File: src/rtl/sff_pkg.sv
package sff_pkg;
  localparam int ERR_W  = 4;
  localparam int BYTE_W = 8;

  typedef struct packed {
    logic col;
    logic par;
    logic frm;
    logic crc;
  } rx_err_t;

  function automatic logic err_any(input rx_err_t e);
    return e.col | e.par | e.frm | e.crc;
  endfunction
endpackage

File: src/rtl/sff_rst_sync.sv
module sff_rst_sync (
  input  logic clk,
  input  logic arst_n,
  output logic rst_n_o
);
  logic [1:0] sync_q;

  always_ff @(posedge clk or negedge arst_n) begin
    if (!arst_n) sync_q <= 2'b00;
    else         sync_q <= {sync_q[0], 1'b1};
  end

  assign rst_n_o = sync_q[1];
endmodule

File: src/rtl/sff_decide.sv
module sff_decide #(
  parameter int THRESH = 3
) (
  input  logic             clk,
  input  logic             rst_n,
  input  logic             en,
  input  logic             byte_vld,
  input  logic             frame_end,
  input  sff_pkg::rx_err_t err,
  output logic             commit_o,
  output logic             drop_o
);
  localparam int CW = $clog2(THRESH + 1);
  localparam logic [CW-1:0] TH = CW'(THRESH);

  logic [CW-1:0] cnt_q, cnt_d, cnt_inc;
  logic          short_frame;

  always_comb begin
    cnt_inc = (byte_vld && cnt_q != TH) ? cnt_q + 1'b1 : cnt_q;
    short_frame = cnt_inc < TH;
    drop_o = frame_end && en && short_frame && sff_pkg::err_any(err);
    commit_o = (byte_vld && !short_frame) || (frame_end && !drop_o);
    cnt_d = frame_end ? '0 : cnt_inc;
  end

  always_ff @(posedge clk or negedge rst_n) begin
    if (!rst_n) cnt_q <= '0;
    else        cnt_q <= cnt_d;
  end


  long_keep_chk: assert property (@(posedge clk) disable iff (!rst_n)
    (frame_end && cnt_q == TH) |-> !drop_o);
endmodule

File: src/rtl/sff_ring.sv
module sff_ring #(
  parameter int DEPTH = 4,
  parameter int W     = 8
) (
  input  logic         clk,
  input  logic         rst_n,
  input  logic         wr_en,
  input  logic [W-1:0] wr_data,
  input  logic         commit,
  input  logic         rollback,
  output logic         rd_vld,
  output logic [W-1:0] rd_data
);
  localparam int AW = $clog2(DEPTH);
  localparam logic [AW:0] CAP = (AW+1)'(DEPTH);

  logic [W-1:0] mem [DEPTH];
  logic [AW:0]  wr_q, cm_q, rd_q;
  logic [AW:0]  wr_d, cm_d, rd_d, wr_inc;

  always_comb begin
    wr_inc = wr_q + {{AW{1'b0}}, wr_en};
    wr_d   = rollback ? cm_q : wr_inc;
    cm_d   = commit ? wr_inc : cm_q;
    rd_vld = rd_q != cm_q;
    rd_d   = rd_q + {{AW{1'b0}}, rd_vld};
  end

  always_ff @(posedge clk or negedge rst_n) begin
    if (!rst_n) begin
      wr_q <= '0;
      cm_q <= '0;
      rd_q <= '0;
    end else begin
      wr_q <= wr_d;
      cm_q <= cm_d;
      rd_q <= rd_d;
    end
  end

  always_ff @(posedge clk) begin
    if (wr_en && !rollback) mem[wr_q[AW-1:0]] <= wr_data;
  end

  assign rd_data = mem[rd_q[AW-1:0]];


  no_overflow_chk: assert property (@(posedge clk) disable iff (!rst_n)
    wr_en |-> (wr_q - rd_q) < CAP);


  rollback_excl_chk: assert property (@(posedge clk) disable iff (!rst_n)
    rollback |-> !commit);
endmodule

File: src/rtl/sff_satcnt.sv
module sff_satcnt #(
  parameter int W = 8
) (
  input  logic         clk,
  input  logic         rst_n,
  input  logic         inc,
  output logic [W-1:0] cnt
);
  logic [W-1:0] cnt_d;

  always_comb cnt_d = (inc && !(&cnt)) ? cnt + 1'b1 : cnt;

  always_ff @(posedge clk or negedge rst_n) begin
    if (!rst_n) cnt <= '0;
    else        cnt <= cnt_d;
  end


  sat_step_chk: assert property (@(posedge clk) disable iff (!rst_n)
    inc |=> (cnt == $past(cnt) + 1'b1) || (&cnt && &$past(cnt)));
endmodule

File: src/rtl/short_frame_filter.sv
module short_frame_filter #(
  parameter int THRESH = 3,
  parameter int CNT_W  = 8
) (
  input  logic                       clk,
  input  logic                       rst_n,
  input  logic                       suppress_en,
  input  logic                       rx_valid,
  input  logic [sff_pkg::BYTE_W-1:0] rx_byte,
  input  logic                       rx_end,
  input  logic [sff_pkg::ERR_W-1:0]  rx_err,
  output logic                       fifo_wr,
  output logic [sff_pkg::BYTE_W-1:0] fifo_byte,
  output logic                       end_irq,
  output logic [sff_pkg::ERR_W-1:0]  end_err,
  output logic                       rearm,
  output logic [CNT_W-1:0]           drop_cnt
);
  localparam int DEPTH = 2 ** $clog2(THRESH + 1);

  logic rst_i;
  logic commit, drop;
  logic irq_pend_q, irq_pend_d, rearm_d;
  logic [sff_pkg::ERR_W-1:0] err_q, err_d;

  sff_rst_sync u_rst (.clk(clk), .arst_n(rst_n), .rst_n_o(rst_i));

  sff_decide #(.THRESH(THRESH)) u_decide (
    .clk(clk), .rst_n(rst_i), .en(suppress_en),
    .byte_vld(rx_valid), .frame_end(rx_end),
    .err(sff_pkg::rx_err_t'(rx_err)),
    .commit_o(commit), .drop_o(drop)
  );

  sff_ring #(.DEPTH(DEPTH), .W(sff_pkg::BYTE_W)) u_ring (
    .clk(clk), .rst_n(rst_i), .wr_en(rx_valid), .wr_data(rx_byte),
    .commit(commit), .rollback(drop),
    .rd_vld(fifo_wr), .rd_data(fifo_byte)
  );

  sff_satcnt #(.W(CNT_W)) u_cnt (
    .clk(clk), .rst_n(rst_i), .inc(drop), .cnt(drop_cnt)
  );

  always_comb begin
    end_irq    = irq_pend_q && !fifo_wr;
    irq_pend_d = irq_pend_q && !end_irq;
    err_d      = err_q;
    if (rx_end && !drop) begin
      irq_pend_d = 1'b1;
      err_d      = rx_err;
    end
    rearm_d = drop;
  end

  always_ff @(posedge clk or negedge rst_i) begin
    if (!rst_i) begin
      irq_pend_q <= 1'b0;
      err_q      <= '0;
      rearm      <= 1'b0;
    end else begin
      irq_pend_q <= irq_pend_d;
      err_q      <= err_d;
      rearm      <= rearm_d;
    end
  end

  assign end_err = err_q;


  en_off_chk: assert property (@(posedge clk) disable iff (!rst_i)
    (rx_end && !suppress_en) |=> !rearm);
endmodule

File: config.mk
export PLATFORM = sky130hd
export DESIGN_NAME = short_frame_filter
export DESIGN_NICKNAME = d
export VERILOG_FILES = /design/src/rtl/sff_pkg.sv /design/src/rtl/sff_rst_sync.sv /design/src/rtl/sff_decide.sv /design/src/rtl/sff_ring.sv /design/src/rtl/sff_satcnt.sv /design/src/rtl/short_frame_filter.sv
export SDC_FILE = /design/constraint.sdc
export NUM_CORES = 1
export LEC_CHECK = 0
export BUFFER_PORTS_ARGS = -buffer_cell sky130_fd_sc_hd__clkbuf_2
export CORE_ASPECT_RATIO = 1.4
export CORE_MARGIN = 8
export CORE_UTILIZATION = 55
export DETAILED_ROUTE_END_ITERATION = 10
export GPL_ROUTABILITY_DRIVEN = 0
export HOLD_SLACK_MARGIN = 0.08
export PLACE_DENSITY = 0.78
export SYNTH_ARGS = -nofsm -noshare
export SYNTH_HDL_FRONTEND = slang
export SYNTH_SLANG_ARGS = --single-unit
File: constraint.sdc
create_clock -name clk -period 1.5 [get_ports clk]
set_input_delay 0.15 -clock clk [delete_from_list [all_inputs] [get_ports clk]]
set_output_delay 0.15 -clock clk [all_outputs]
set_load 0.005 [all_outputs]
==> impl_results.md, run 1 <==
* Number of standard cells after synthesis at 143
* Critical register-to-register path endpoint: u_cnt.cnt[1]
* Top cells by area in the synthesized netlist: edfxtp_1, dfrtp_1, mux4_2, ha_1, mux2_4
* Mapped Nets at 166
* Post-route total power at 6140 uW
* Category of the most critical setup path: flip-flop to flip-flop
* Leading area contributor after synthesis: edfxtp_1
* Fin crit period at 1840 ps
* Library cells used by synthesis at 38
* Required time at the endpoint of the critical path at 1720 ps
* Clock Pin Slew Worst Setup and Hold Paths at 70 ps
* Number of global-route vias before repair at 1715
* Most frequent cells after synthesis: edfxtp_1, dfrtp_1, mux4_2, nand2_1, nor2_1
* Crit-path max cell delay at 410 ps
* Worst hold path stage count at 2
* Number of rows created at floorplan at 28
* Count of routing violations after the opening detailed-route iteration at 80
* Cell with the most instances after synthesis: edfxtp_1
* WP data arrival at 2060 ps
* Transition time at the pin with the least slew margin at 626 ps
* Placed cell area at 2990 um2
* Setup slack of the critical path after layout at -344 ps
* Min-delay src: rx_end
* Run status: finished, violations left
* Normalized max-slew margin at 58.0%
* Reg2Reg Launch Point: u_decide.cnt_q[0]
* First-pass detailed-route iteration total at 4
* WHS Endpoint: u_decide.cnt_q[0]
* Clock tree from TritonCTS: done
* Fill count at 233
* Ant diodes at 0
* Global-route usage over all layers at 16.0%
* Total clock buffers created by CTS at 9
* Yosys synthesis warning count at 0
* Post-synthesis instance area at 2440 um2
* Final critical-path share of the clock period at 123%
* Die footprint at 6850 um2
* Setup violation total in the final timing report at 62
* Number of flip-flops and latches in the synthesized netlist at 59
* CORE AREA at 4240 um2
* Initial core utilization at 57.6%
* Number of remaining DRC errors at 0
* Via count of the routed design at 1542
* Number of nets in the layout at 254
* Finished Cell Area at 3480 um2
* Violations in the final reports: negative setup slack
* Wire length of the first global-routing pass at 8.13 mm
* Setup repair after global routing missed its margin: yes
* Cell Chain, Critical Path: ha_4 > and2b_4 > o2111ai_4 > buf_4 > nor2_2 > mux2_4
* Routing usage on met1 at 15.5%
* Clock tree root buffer cell: clkbuf_8
* Most Used Layer, Global Route: met2
* Number of gates on the worst path with buffers counted at 6
* Fraction of final layout cells sized beyond drive strength 1 at 51.3%
* Depth of the CTS H-tree at 3
* FMAX at 542 MHz
* Mean instance size in the synthesized netlist at 17.1 um2
* Crit path max-delay family: simple AND/OR/NAND/NOR gates
* Startpoint types: flip-flop
* Count of port buffers added during placement at 39
* GR met2 Demand/Resource at 29.5%
* Max Buffers Root-to-Sink at 2
* Lkg Pwr at 0.00145 uW
* Max capacitance violation total at 0
* Post-synthesis async set-or-reset flop share at 45.8%
* CTS Sinks at 59
* Worst R2R Path Depth at 6
* Dpl hpwl at 3.56 mm
* Later-pin clock latency in the skew report at 340 ps
* Nature of the critical path endpoint: flip-flop
* Layout-stage area growth over the synthesis result at 42.5%
* IR drop worst, VDD at 1.34 mV
* Number of max-slew violations in the final report at 0
* Slowest cell on the critical path: dfrtp_1
* Count of boundary I/O pins at 40
* Total overflow reported by the global router at 0
* Number of buffer and inverter instances along the worst setup path at 1
* Number of antenna violations at the first check in global routing at 0
* R2r setup slk at -340 ps
* Clock Skew at 8.17 ps
* Ratio of total power to cell area at 1770 nW/um2
* Die X-Extent at 72.3 um
* Final-report hold violation count at 0
* Maximum number of pins on one net before global-route repair at 26
* Met3 GRT Util at 4.77%
* Largest fanout of any net on the critical path at 7
* Die height at 94.8 um
* Post-synthesis sequential area ratio at 67.1%
* Number of enable flip-flop cells after synthesis at 32
* Post-detailed-routing wire length at 5.44 mm
* Final antenna-violating net count at 0
* Via-per-instance ratio at 5.21
* Final Core Density at 82.0%
* HP Class: input port to flip-flop
* Area fraction of the dominant cell type after synthesis at 39.4%
* Commonest register cell after synthesis: edfxtp_1
* Wire per inst at 18.4 um
## layer usage
layer	up-vias	part of all wire (%)
met3	9	4.5
met2	42	58
met5	-	0
li1	717	-
met1	774	36
met4	0	1.9
## kinds of logic after synthesis
kind of cell             count (synthesis)  share of synthesized area (%)
AO/OA/AOI/OAI                            9                           3.28
XOR/XNOR                                11                           3.95
adder cells (fa/ha/maj)                  6                           3.08
buffers and inverters                    4                          0.769
flip-flops                              59                           67.1
multiplexers                            19                           13.2
other                                    1                          0.154
AND/OR/NAND/NOR                         34                           8.51
## cell usage in the layout, fill, tap and decap left out, drive strengths merged
cell type | Yosys | layout
nor3b | 2 | 2
o21ai | 1 | 1
and4b | 1 | 1
and2b | 1 | 1
o41a | 1 | 1
clkinv | 0 | 4
ha | 6 | 6
nor2 | 9 | 9
clkbuf | 1 | 47
a31oi | 1 | 1
a21oi | 3 | 3
o21a | 1 | 1
a2bb2oi | 1 | 1
mux2i | 1 | 1
nand3 | 3 | 3
nor3 | 3 | 3
nand2b | 1 | 1
nand2 | 9 | 9
xnor2 | 4 | 4
mux2 | 10 | 10
nor4b | 1 | 1
clkinvlp | 0 | 1
edfxtp | 32 | 32
bufinv | 0 | 1
dlygate4sd3 | 0 | 13
buf | 1 | 29
xor2 | 7 | 7
nand4bb | 1 | 1
inv | 2 | 2
mux4 | 8 | 8
o2111ai | 1 | 1
dfrtp | 27 | 27
nor4 | 2 | 2
conb | 1 | 1
and4 | 1 | 1
## sequential cells by signal, indices dropped and copies added, names as in the netlist
signal	flops
u_cnt.cnt	8
irq_pend_q	1
u_ring.wr_q	3
u_rst.sync_q	2
u_decide.cnt_q	2
end_err	4
rearm	1
u_ring.cm_q	3
u_ring.rd_q	3
u_ring.mem	32
## cell type report
cell class                      count  area, um2  share of cell area [%]
Clock buffer                       10        128                    3.67
Clock inverter                      6       56.3                    1.62
Inverter                            2       10.0                   0.288
Multi-Input combinational cell     80        972                    28.0
Sequential cell                    59       1640                    47.1
Tap cell                           60       75.1                    2.16
Timing Repair Buffer               79        599                    17.2
## power breakdown
part	leakage (uW)	switching (uW)	internal [uW]
combinational	0.000739	983	1390
clock	0.0000935	600	752
sequential	0.000618	304	2110
total	0.00145	1890	4250
## stage by stage
step,instances,worst slack [ps],TNS [ps],hold slack (ps)
floorplan,143,-457,-15790,-146
global placement,263,-310,-13190,-65.0
detailed placement,263,-428,-18020,-64.1
CTS,295,-324,-14800,119
global route,296,-401,-20100,125
finish,296,-344,-16110,119
## worst register-to-register path, stage by stage, from the launching register on
cell and delay (ps):
dfrtp_1 410, ha_4 180, and2b_4 260, o2111ai_4 160, buf_4 240, nor2_2 160
mux2_4 310
## how the worst max path moves through the flow
stage	start	endpoint	slack, ps
floorplan	u_decide.cnt_q[0]	u_ring.mem[1][0]	-460
global placement	u_decide.cnt_q[0]	u_ring.mem[1][6]	-310
detailed placement	u_decide.cnt_q[1]	u_ring.mem[1][6]	-430
CTS	u_decide.cnt_q[0]	u_cnt.cnt[1]	-320
global route	u_decide.cnt_q[0]	u_cnt.cnt[7]	-400
finish	u_decide.cnt_q[0]	u_cnt.cnt[1]	-340
## what timing repair did
action | CTS | global route
pin swaps | 3 | 2
setup endpoints to repair | 62 | 63
setup buffers | 3 | 1
resized for setup | 10 | 14
hold buffers | 13 | 0
hold endpoints to repair | 38 | 0
Power figures use the tool's default switching activity.
==> run 2, diff against run 1 <==
--- a/config.mk
+++ b/config.mk
@@ -5,14 +5,15 @@
 export SDC_FILE = /design/constraint.sdc
 export NUM_CORES = 1
 export LEC_CHECK = 0
+export ABC_AREA = 1
 export BUFFER_PORTS_ARGS = -buffer_cell sky130_fd_sc_hd__clkbuf_2
 export CORE_ASPECT_RATIO = 1.4
 export CORE_MARGIN = 8
-export CORE_UTILIZATION = 55
+export CORE_UTILIZATION = 56
 export DETAILED_ROUTE_END_ITERATION = 10
 export GPL_ROUTABILITY_DRIVEN = 0
 export HOLD_SLACK_MARGIN = 0.08
-export PLACE_DENSITY = 0.78
+export PLACE_DENSITY = 0.79
 export SYNTH_ARGS = -nofsm -noshare
 export SYNTH_HDL_FRONTEND = slang
 export SYNTH_SLANG_ARGS = --single-unit
==> impl_results.md, run 2 <==
* Setup violation total in the final timing report at 60 (was 62)
* Depth of the CTS H-tree at 3 (unchanged)
* Crit path max-delay family: simple AND/OR/NAND/NOR gates (unchanged)
* Number of enable flip-flop cells after synthesis at 32 (unchanged)
* Die X-Extent at 73.2 um (was 72.3 um)
* Wire per inst at 15.0 um (was 18.4 um)
* Die footprint at 7030 um2 (was 6850 um2)
* Clock Pin Slew Worst Setup and Hold Paths at 60 ps (was 70 ps)
* Die height at 96.0 um (was 94.8 um)
* Most frequent cells after synthesis: nand2_1, edfxtp_1, dfrtp_1 (was edfxtp_1, dfrtp_1, mux4_2, nand2_1, nor2_1)
* Mux share of post-synthesis cell area at 0% (was 13.2%)
* Max capacitance violation total at 0 (unchanged)
* Placed cell area at 3020 um2 (was 2990 um2)
* Nature of the critical path endpoint: flip-flop (unchanged)
* Post-Synth XOR/XNOR Area at 3.42% (was 3.95%)
* Maximum number of pins on one net before global-route repair at 26 (unchanged)
* Lkg Pwr at 0.00155 uW (was 0.00145 uW)
* Post-route total power at 6150 uW (was 6140 uW)
* Fin crit period at 1730 ps (was 1840 ps)
* Dpl hpwl at 3.62 mm (was 3.56 mm)
* FMAX at 579 MHz (was 542 MHz)
* Yosys synthesis warning count at 0 (unchanged)
* Area fraction of the dominant cell type after synthesis at 37.5% (was 39.4%)
* Max Buffers Root-to-Sink at 2 (unchanged)
* Post-synthesis async set-or-reset flop share at 45.8% (unchanged)
* Post-detailed-routing wire length at 5.61 mm (was 5.44 mm)
* Final-report hold violation count at 0 (unchanged)
* Number of nets in the layout at 331 (was 254)
* HP Class: input port to flip-flop (unchanged)
* Number of flip-flops and latches in the synthesized netlist at 59 (unchanged)
* Leading area contributor after synthesis: edfxtp_1 (unchanged)
* Number of standard cells after synthesis at 224 (was 143)
* Wire length of the first global-routing pass at 9.20 mm (was 8.13 mm)
* Number of remaining DRC errors at 0 (unchanged)
* Number of global-route vias before repair at 2013 (was 1715)
* CTS Sinks at 59 (unchanged)
* Mapped Nets at 247 (was 166)
* Ant diodes at 0 (unchanged)
* WP data arrival at 1770 ps (was 2060 ps)
* Max FFs per register at 32 (unchanged)
* Final-layout setup total negative slack at -8220 ps (was -16110 ps)
* Clock tree root buffer cell: clkbuf_8 (unchanged)
* Fraction of final layout cells sized beyond drive strength 1 at 38.0% (was 51.3%)
* Count of routing violations after the opening detailed-route iteration at 87 (was 80)
* Final Non-Filler Cells at 375 (was 296)
* Clock Skew at 4.19 ps (was 8.17 ps)
* Number of antenna violations at the first check in global routing at 0 (unchanged)
* Cell Chain, Critical Path: ha_4 > nand3_4 > nand2_4 > nand2_4 > nand2_8 > nand2_8 > nor3_4 > buf_12 (was ha_4 > and2b_4 > o2111ai_4 > buf_4 > nor2_2 > mux2_4)
* Global-route usage over all layers at 17.4% (was 16.0%)
* Count of boundary I/O pins at 40 (unchanged)
* Setup slack of the critical path after layout at -228 ps (was -344 ps)
* Leading cell types in the layout, fill and taps excluded: nand2_1, clkbuf_2, edfxtp_1 (was clkbuf_2, edfxtp_1, dfrtp_1)
* Total clock buffers created by CTS at 9 (unchanged)
* Number of max-slew violations in the final report at 0 (unchanged)
* Total overflow reported by the global router at 0 (unchanged)
* Setup Slack @ Placement at -218 ps (was -428 ps)
* Category of the most critical setup path: flip-flop to flip-flop (unchanged)
* Crit-path max cell delay at 420 ps (was 410 ps)
* Number of rows created at floorplan at 29 (was 28)
* Initial core utilization at 57.4% (was 57.6%)
* Adder-cell share of the synthesized area at 2.93% (was 3.08%)
* Layout-stage area growth over the synthesis result at 40.2% (was 42.5%)
* Required time at the endpoint of the critical path at 1540 ps (was 1720 ps)
* Most frequent standard cell in the layout excluding fill and tap cells: nand2_1 (was clkbuf_2)
* Synthesized-area fraction occupied by ao, oa, aoi and oai cells at 6.49% (was 3.28%)
* Count of port buffers added during placement at 39 (unchanged)
* Finished Cell Area at 3590 um2 (was 3480 um2)
* Violations in the final reports: negative setup slack (unchanged)
* Via-per-instance ratio at 5.13 (was 5.21)
* Clock tree from TritonCTS: done (unchanged)
* Final critical-path share of the clock period at 115% (was 123%)
* Slowest cell on the critical path: dfrtp_1 (unchanged)
* Run status: finished, violations left (unchanged)
* First-pass detailed-route iteration total at 4 (unchanged)
* Largest fanout of any net on the critical path at 8 (was 7)
* Library cells used by synthesis at 27 (was 38)
* Ratio of total power to cell area at 1710 nW/um2 (was 1770 nW/um2)
* Simple logic cell fraction of the synthesized area at 20.3% (was 8.51%)
* Later-pin clock latency in the skew report at 330 ps (was 340 ps)
* Cell count after placement at 333 (was 263)
* Commonest register cell after synthesis: edfxtp_1 (unchanged)
* Dominant combinational cell family by area after synthesis: simple AND/OR/NAND/NOR gates (was multiplexers)
* Setup repair after global routing missed its margin: yes (unchanged)
* Post-synthesis sequential area ratio at 63.9% (was 67.1%)
* Post-synthesis instance area at 2560 um2 (was 2440 um2)
* CORE AREA at 4460 um2 (was 4240 um2)
* Via count of the routed design at 1925 (was 1542)
* Final antenna-violating net count at 0 (unchanged)
* Startpoint types: flip-flop (unchanged)
* Number of buffer and inverter instances along the worst setup path at 1 (unchanged)
* IR drop worst, VDD at 1.25 mV (was 1.34 mV)
* Mean instance size in the synthesized netlist at 11.4 um2 (was 17.1 um2)
* Cell with the most instances after synthesis: nand2_1 (was edfxtp_1)
* Top cells by area in the synthesized netlist: edfxtp_1, dfrtp_1, nand2_1, nand3_1, o21ai_0 (was edfxtp_1, dfrtp_1, mux4_2, ha_1, mux2_4)
-- run 2: cell count changes in the layout (fill, tap and decap cells not counted), moves of 6 or more --
cell / before / now
inv_1: 1 / 7
mux2_4: 8 / 0
mux4_2: 8 / 0
nand2_1: 7 / 45
nand3_1: 2 / 14
nor2_1: 7 / 15
o21ai_0: 0 / 12
o22ai_1: 0 / 7
-- run 2: path summary, 6_finish.rpt --
check / cells after the start / endpoint / start / slack, ps
setup / recovery: 8 / u_ring.mem[3][4] / u_decide.cnt_q[1] / -230
hold / removal: 3 / end_err[2] / rx_err[2] / 90
setup reg to reg: 8 / u_ring.mem[3][4] / u_decide.cnt_q[1] / -230
hold reg to reg: 1 / u_decide.cnt_q[1] / u_rst.sync_q[1] / 240
max in group asynchronous: 1 / u_ring.rd_q[0] / u_rst.sync_q[1] / 1010
min in group asynchronous: 2 / u_rst.sync_q[0] / rst_n / 130
-- run 2: repair_timing --
item / CTS / global route
hold buffers: 12 / 0
gates resized for setup: 15 / 21
setup endpoints to repair: 60 / 64
setup buffers: 5 / 7
gates cloned: 1 / 1
pin swaps: 11 / 10
endpoints found under the hold margin: 37 / 0
-- run 2: worst register-to-register path, stage by stage (launching register included) --
cell and delay (ps):
dfrtp_1 420, ha_4 290, nand3_4 70, nand2_4 90, nand2_4 70, nand2_8 70, nand2_8 70, nor3_4 200
buf_12 160
-- run 2: final cells by class --
type | count | area [um2]
fill | 273 | 870
timing repair buffer | 76 | 588
clock buffer | 11 | 131
tap | 62 | 77.6
multi-input combinational | 150 | 1020
timing repair inverter | 1 | 7.51
sequential | 59 | 1640
clock inverter | 5 | 77.6
inverter | 11 | 56.3
-- run 2: power by group --
part	leakage, uW	switching (uW)	internal, uW
Sequential	0.000628	336	2070
Clock	0.000103	583	930
Combinational	0.000822	1110	1120
-- run 2: logic make-up after synthesis --
| group | Yosys count |
|---|---|
| adders and majority gates | 6 |
| DFF | 59 |
| xor gates and xnor gates | 10 |
| other | 1 |
| buffers and inverters | 16 |
| AOI/OAI and AO/OA | 29 |
| and+or+nand+nor | 103 |
-- run 2: metal layers --
layer | up-vias | global-route usage [%] | wire (um)
li1 | 939 | - | -
met1 | 916 | 18.1 | 2160
met2 | 57 | 31.0 | 3050
met3 | 13 | 4.69 | 276
met4 | 0 | 9.05 | 136
met5 | - | 0 | 0
-- run 2: stage by stage --
step / hold WS [ps] / util [%]
finish: 92.9 / 80.5
global route: 97.9 / 80.5
CTS: 83.3 / 77.7
detailed placement: -61.6 / 67.7
global placement: -64.7 / 67.7
floorplan: -146 / -
==> run 3, diff against run 2 <==
--- a/config.mk
+++ b/config.mk
@@ -8,12 +8,12 @@
 export ABC_AREA = 1
 export BUFFER_PORTS_ARGS = -buffer_cell sky130_fd_sc_hd__clkbuf_2
 export CORE_ASPECT_RATIO = 1.4
-export CORE_MARGIN = 8
-export CORE_UTILIZATION = 56
+export CORE_MARGIN = 3
+export CORE_UTILIZATION = 60
 export DETAILED_ROUTE_END_ITERATION = 10
 export GPL_ROUTABILITY_DRIVEN = 0
 export HOLD_SLACK_MARGIN = 0.08
-export PLACE_DENSITY = 0.79
+export PLACE_DENSITY_LB_ADDON = 0.08
 export SYNTH_ARGS = -nofsm -noshare
 export SYNTH_HDL_FRONTEND = slang
 export SYNTH_SLANG_ARGS = --single-unit
==> constraint.sdc (replaced) <==
create_clock -name clk -period 2.24 [get_ports clk]
set_input_delay 0.224 -clock clk [delete_from_list [all_inputs] [get_ports clk]]
set_output_delay 0.224 -clock clk [all_outputs]
set_load 0.005 [all_outputs]
==> impl_results.md, run 3 (synthesis gave the netlist of run 2 again) <==
* Run status: finished, final reports clean (was finished, violations left)
* Setup slack of the critical path after layout at 342 ps (was -228 ps)
* Wire length of the first global-routing pass at 7.66 mm (was 9.20 mm)
* Met1 wire length at 1.81 mm (was 2.16 mm)
* Later-pin clock latency in the skew report at 330 ps (about the same)
* Setup violation total in the final timing report at 0 (was 60)
* Cell Chain, Critical Path: ha_1 > inv_1 > nand3_1 > nand2_2 > nand2_4 > nand2_8 > nand2_2 > nor3_1 > buf_4 (was ha_4 > nand3_4 > nand2_4 > nand2_4 > nand2_8 > nand2_8 > nor3_4 > buf_12)
* FMAX at 527 MHz (was 579 MHz)
* Total clock buffers created by CTS at 9 (unchanged)
* Top routing layer used: met4 (unchanged)
* Maximum number of pins on one net before global-route repair at 26 (unchanged)
* WP data arrival at 1930 ps (was 1770 ps)
* Dpl hpwl at 3.22 mm (was 3.62 mm)
* Category of the most critical setup path: flip-flop to flip-flop (unchanged)
* Fill count at 298 (was 273)
* Via-per-instance ratio at 5.29 (was 5.13)
* Worst path most repeated cell: nand2_2
* Clock tree from TritonCTS: done (unchanged)
* Total net switching power at 1120 uW (was 2030 uW)
* CTS Hold Buffers Added at 1 (was 12)
* Die height at 83.3 um (was 96.0 um)
* CTS Sinks at 59 (unchanged)
* Most frequent standard cell in the layout excluding fill and tap cells: nand2_1 (unchanged)
* Max FFs per register at 32 (unchanged)
* Post-detailed-routing wire length at 4.51 mm (was 5.61 mm)
* Final critical-path share of the clock period at 84.7% (was 115%)
* Required time at the endpoint of the critical path at 2270 ps (was 1540 ps)
* Global-route usage over all layers at 20.8% (was 17.4%)
* Lkg Pwr at 0.00136 uW (was 0.00155 uW)
* Largest fanout of any net on the critical path at 10 (was 8)
* Setup repair after global routing missed its margin: no (was yes)
* Cell Int Power at 2460 uW (was 4120 uW)
* Number of remaining DRC errors at 0 (unchanged)
* CORE AREA at 4020 um2 (was 4460 um2)
* Ratio of total power to cell area at 1180 nW/um2 (was 1710 nW/um2)
* Startpoint types: flip-flop (unchanged)
* Count of boundary I/O pins at 40 (unchanged)
* Layout-stage area growth over the synthesis result at 18.6% (was 40.2%)
* Switching power share of the total at 31.3% (was 33.0%)
* Number of rows created at floorplan at 27 (was 29)
* First-pass detailed-route iteration total at 4 (unchanged)
* Leading cell types in the layout, fill and taps excluded: nand2_1, clkbuf_2, edfxtp_1 (unchanged)
* Number of antenna violations at the first check in global routing at 0 (unchanged)
* Wire per inst at 13.9 um (was 15.0 um)
* Clock Skew at 7.21 ps (was 4.19 ps)
* Fraction of final layout cells sized beyond drive strength 1 at 24.9% (was 38.0%)
* Via count of the routed design at 1715 (was 1925)
* Initial core utilization at 63.7% (was 57.4%)
* Logic gate share of total power at 28.4% (was 36.2%)
* Final-report hold violation count at 0 (unchanged)
* Number of nets in the layout at 299 (was 331)
* Setup Slack @ Placement at 378 ps (was -218 ps)
* IR drop worst, VDD at 0.842 mV (was 1.25 mV)
* Ant diodes at 0 (unchanged)
* Total overflow reported by the global router at 0 (unchanged)
* Post-CTS setup-driven buffer insertion count at 0 (was 5)
* HP Class: input port to flip-flop (unchanged)
* Clock Pin Slew Worst Setup and Hold Paths at 60 ps (about the same)
* Max Buffers Root-to-Sink at 2 (unchanged)
* Fin crit period at 1900 ps (was 1730 ps)
* Reg power frac at 43.9% (was 39.2%)
* Minimum hold slack at 119 ps (was 92.9 ps)
* Depth of the CTS H-tree at 3 (unchanged)
* Count of port buffers added during placement at 39 (unchanged)
* Portion of total power attributed to the clock network at 27.7% (was 24.6%)
* Max capacitance violation total at 0 (unchanged)
* Nature of the critical path endpoint: flip-flop (unchanged)
* Final antenna-violating net count at 0 (unchanged)
* Final-layout setup total negative slack at 0 ps (was -8220 ps)
* Clock tree root buffer cell: clkbuf_8 (unchanged)
* Met3 wire length at 185 um (was 276 um)
* Slowest cell on the critical path: dfrtp_1 (unchanged)
* Post-CTS Resized at 0 (was 15)
* Amount of wire on met2 after detailed routing at 2.43 mm (was 3.05 mm)
* Number of global-route vias before repair at 1719 (was 2013)
* Die X-Extent at 61.2 um (was 73.2 um)
* Crit-path max cell delay at 400 ps (was 420 ps)
* Die footprint at 5100 um2 (was 7030 um2)
* Number of max-slew violations in the final report at 0 (unchanged)
* Count of routing violations after the opening detailed-route iteration at 68 (was 87)
-- run 3: cell types whose count changed in the layout (fill, tap and decap cells not counted), moves of 5 or more --
cell,previous run,this run
buf_12,5,0
buf_4,15,6
dlygate4sd3_1,12,1
nor2_1,15,20
-- run 3: area by class of cell --
class,instances,area (um2),area share [%]
clock buffer,12,135,4.45
clock inverter,4,67.6,2.22
inverter,11,43.8,1.44
multi-input combinational,149,852,28.0
sequential,59,1640,53.8
tap,43,53.8,1.77
timing repair buffer,46,250,8.23
-- run 3: critical path, delay by kind of cell, from the launching register on --
family / cells / cell delay, ps
buffers and inverters: 2 / 310
AND/OR/NAND/NOR: 6 / 680
flip-flops: 1 / 400
adder cells (fa/ha/maj): 1 / 210
-- run 3: through the flow --
| stage | util (%) | cell area [um2] | power (uW) | std cells |
|---|---|---|---|---|
| detailed placement | 70.3 | 2830 | 2610 | 307 |
| floorplan | - | 2560 | 2230 | 224 |
| finish | 75.6 | 3040 | 3580 | 324 |
| global placement | 70.3 | 2830 | 2590 | 307 |
| CTS | 75.6 | 3040 | 3620 | 324 |
| global route | 75.6 | 3040 | 3830 | 324 |
-- run 3: power by group through the flow --
stage | sequential (uW) | combinational (uW) | clock (uW)
2_1_floorplan | 1540 | 694 | 0
5_1_grt | 1600 | 1180 | 1060
4_1_cts | 1570 | 1040 | 1010
3_3_place_gp | 1590 | 1000 | 0
3_5_place_dp | 1590 | 1020 | 0
6_report | 1570 | 1020 | 992
-- run 3: worst paths after layout --
path                       depth (start not counted)              start          endpoint  slack, ps
max                                                9  u_decide.cnt_q[0]  u_ring.mem[0][0]        340
min                                                1         rx_byte[5]  u_ring.mem[3][5]        120
max reg2reg                                        9  u_decide.cnt_q[0]  u_ring.mem[0][0]        340
min reg2reg                                        1    u_rst.sync_q[1]    u_ring.rd_q[2]        220
max in group asynchronous                          1    u_rst.sync_q[1]      u_cnt.cnt[6]       1770
min in group asynchronous                          2              rst_n   u_rst.sync_q[0]        200
-- run 3: metal layers --
metal  GRT usage [%]  vias to the layer above
li1                -                      871
met1            23.6                      796
met2            34.9                       40
met3            5.29                        8
met4            10.1                        0
met5               0                        -
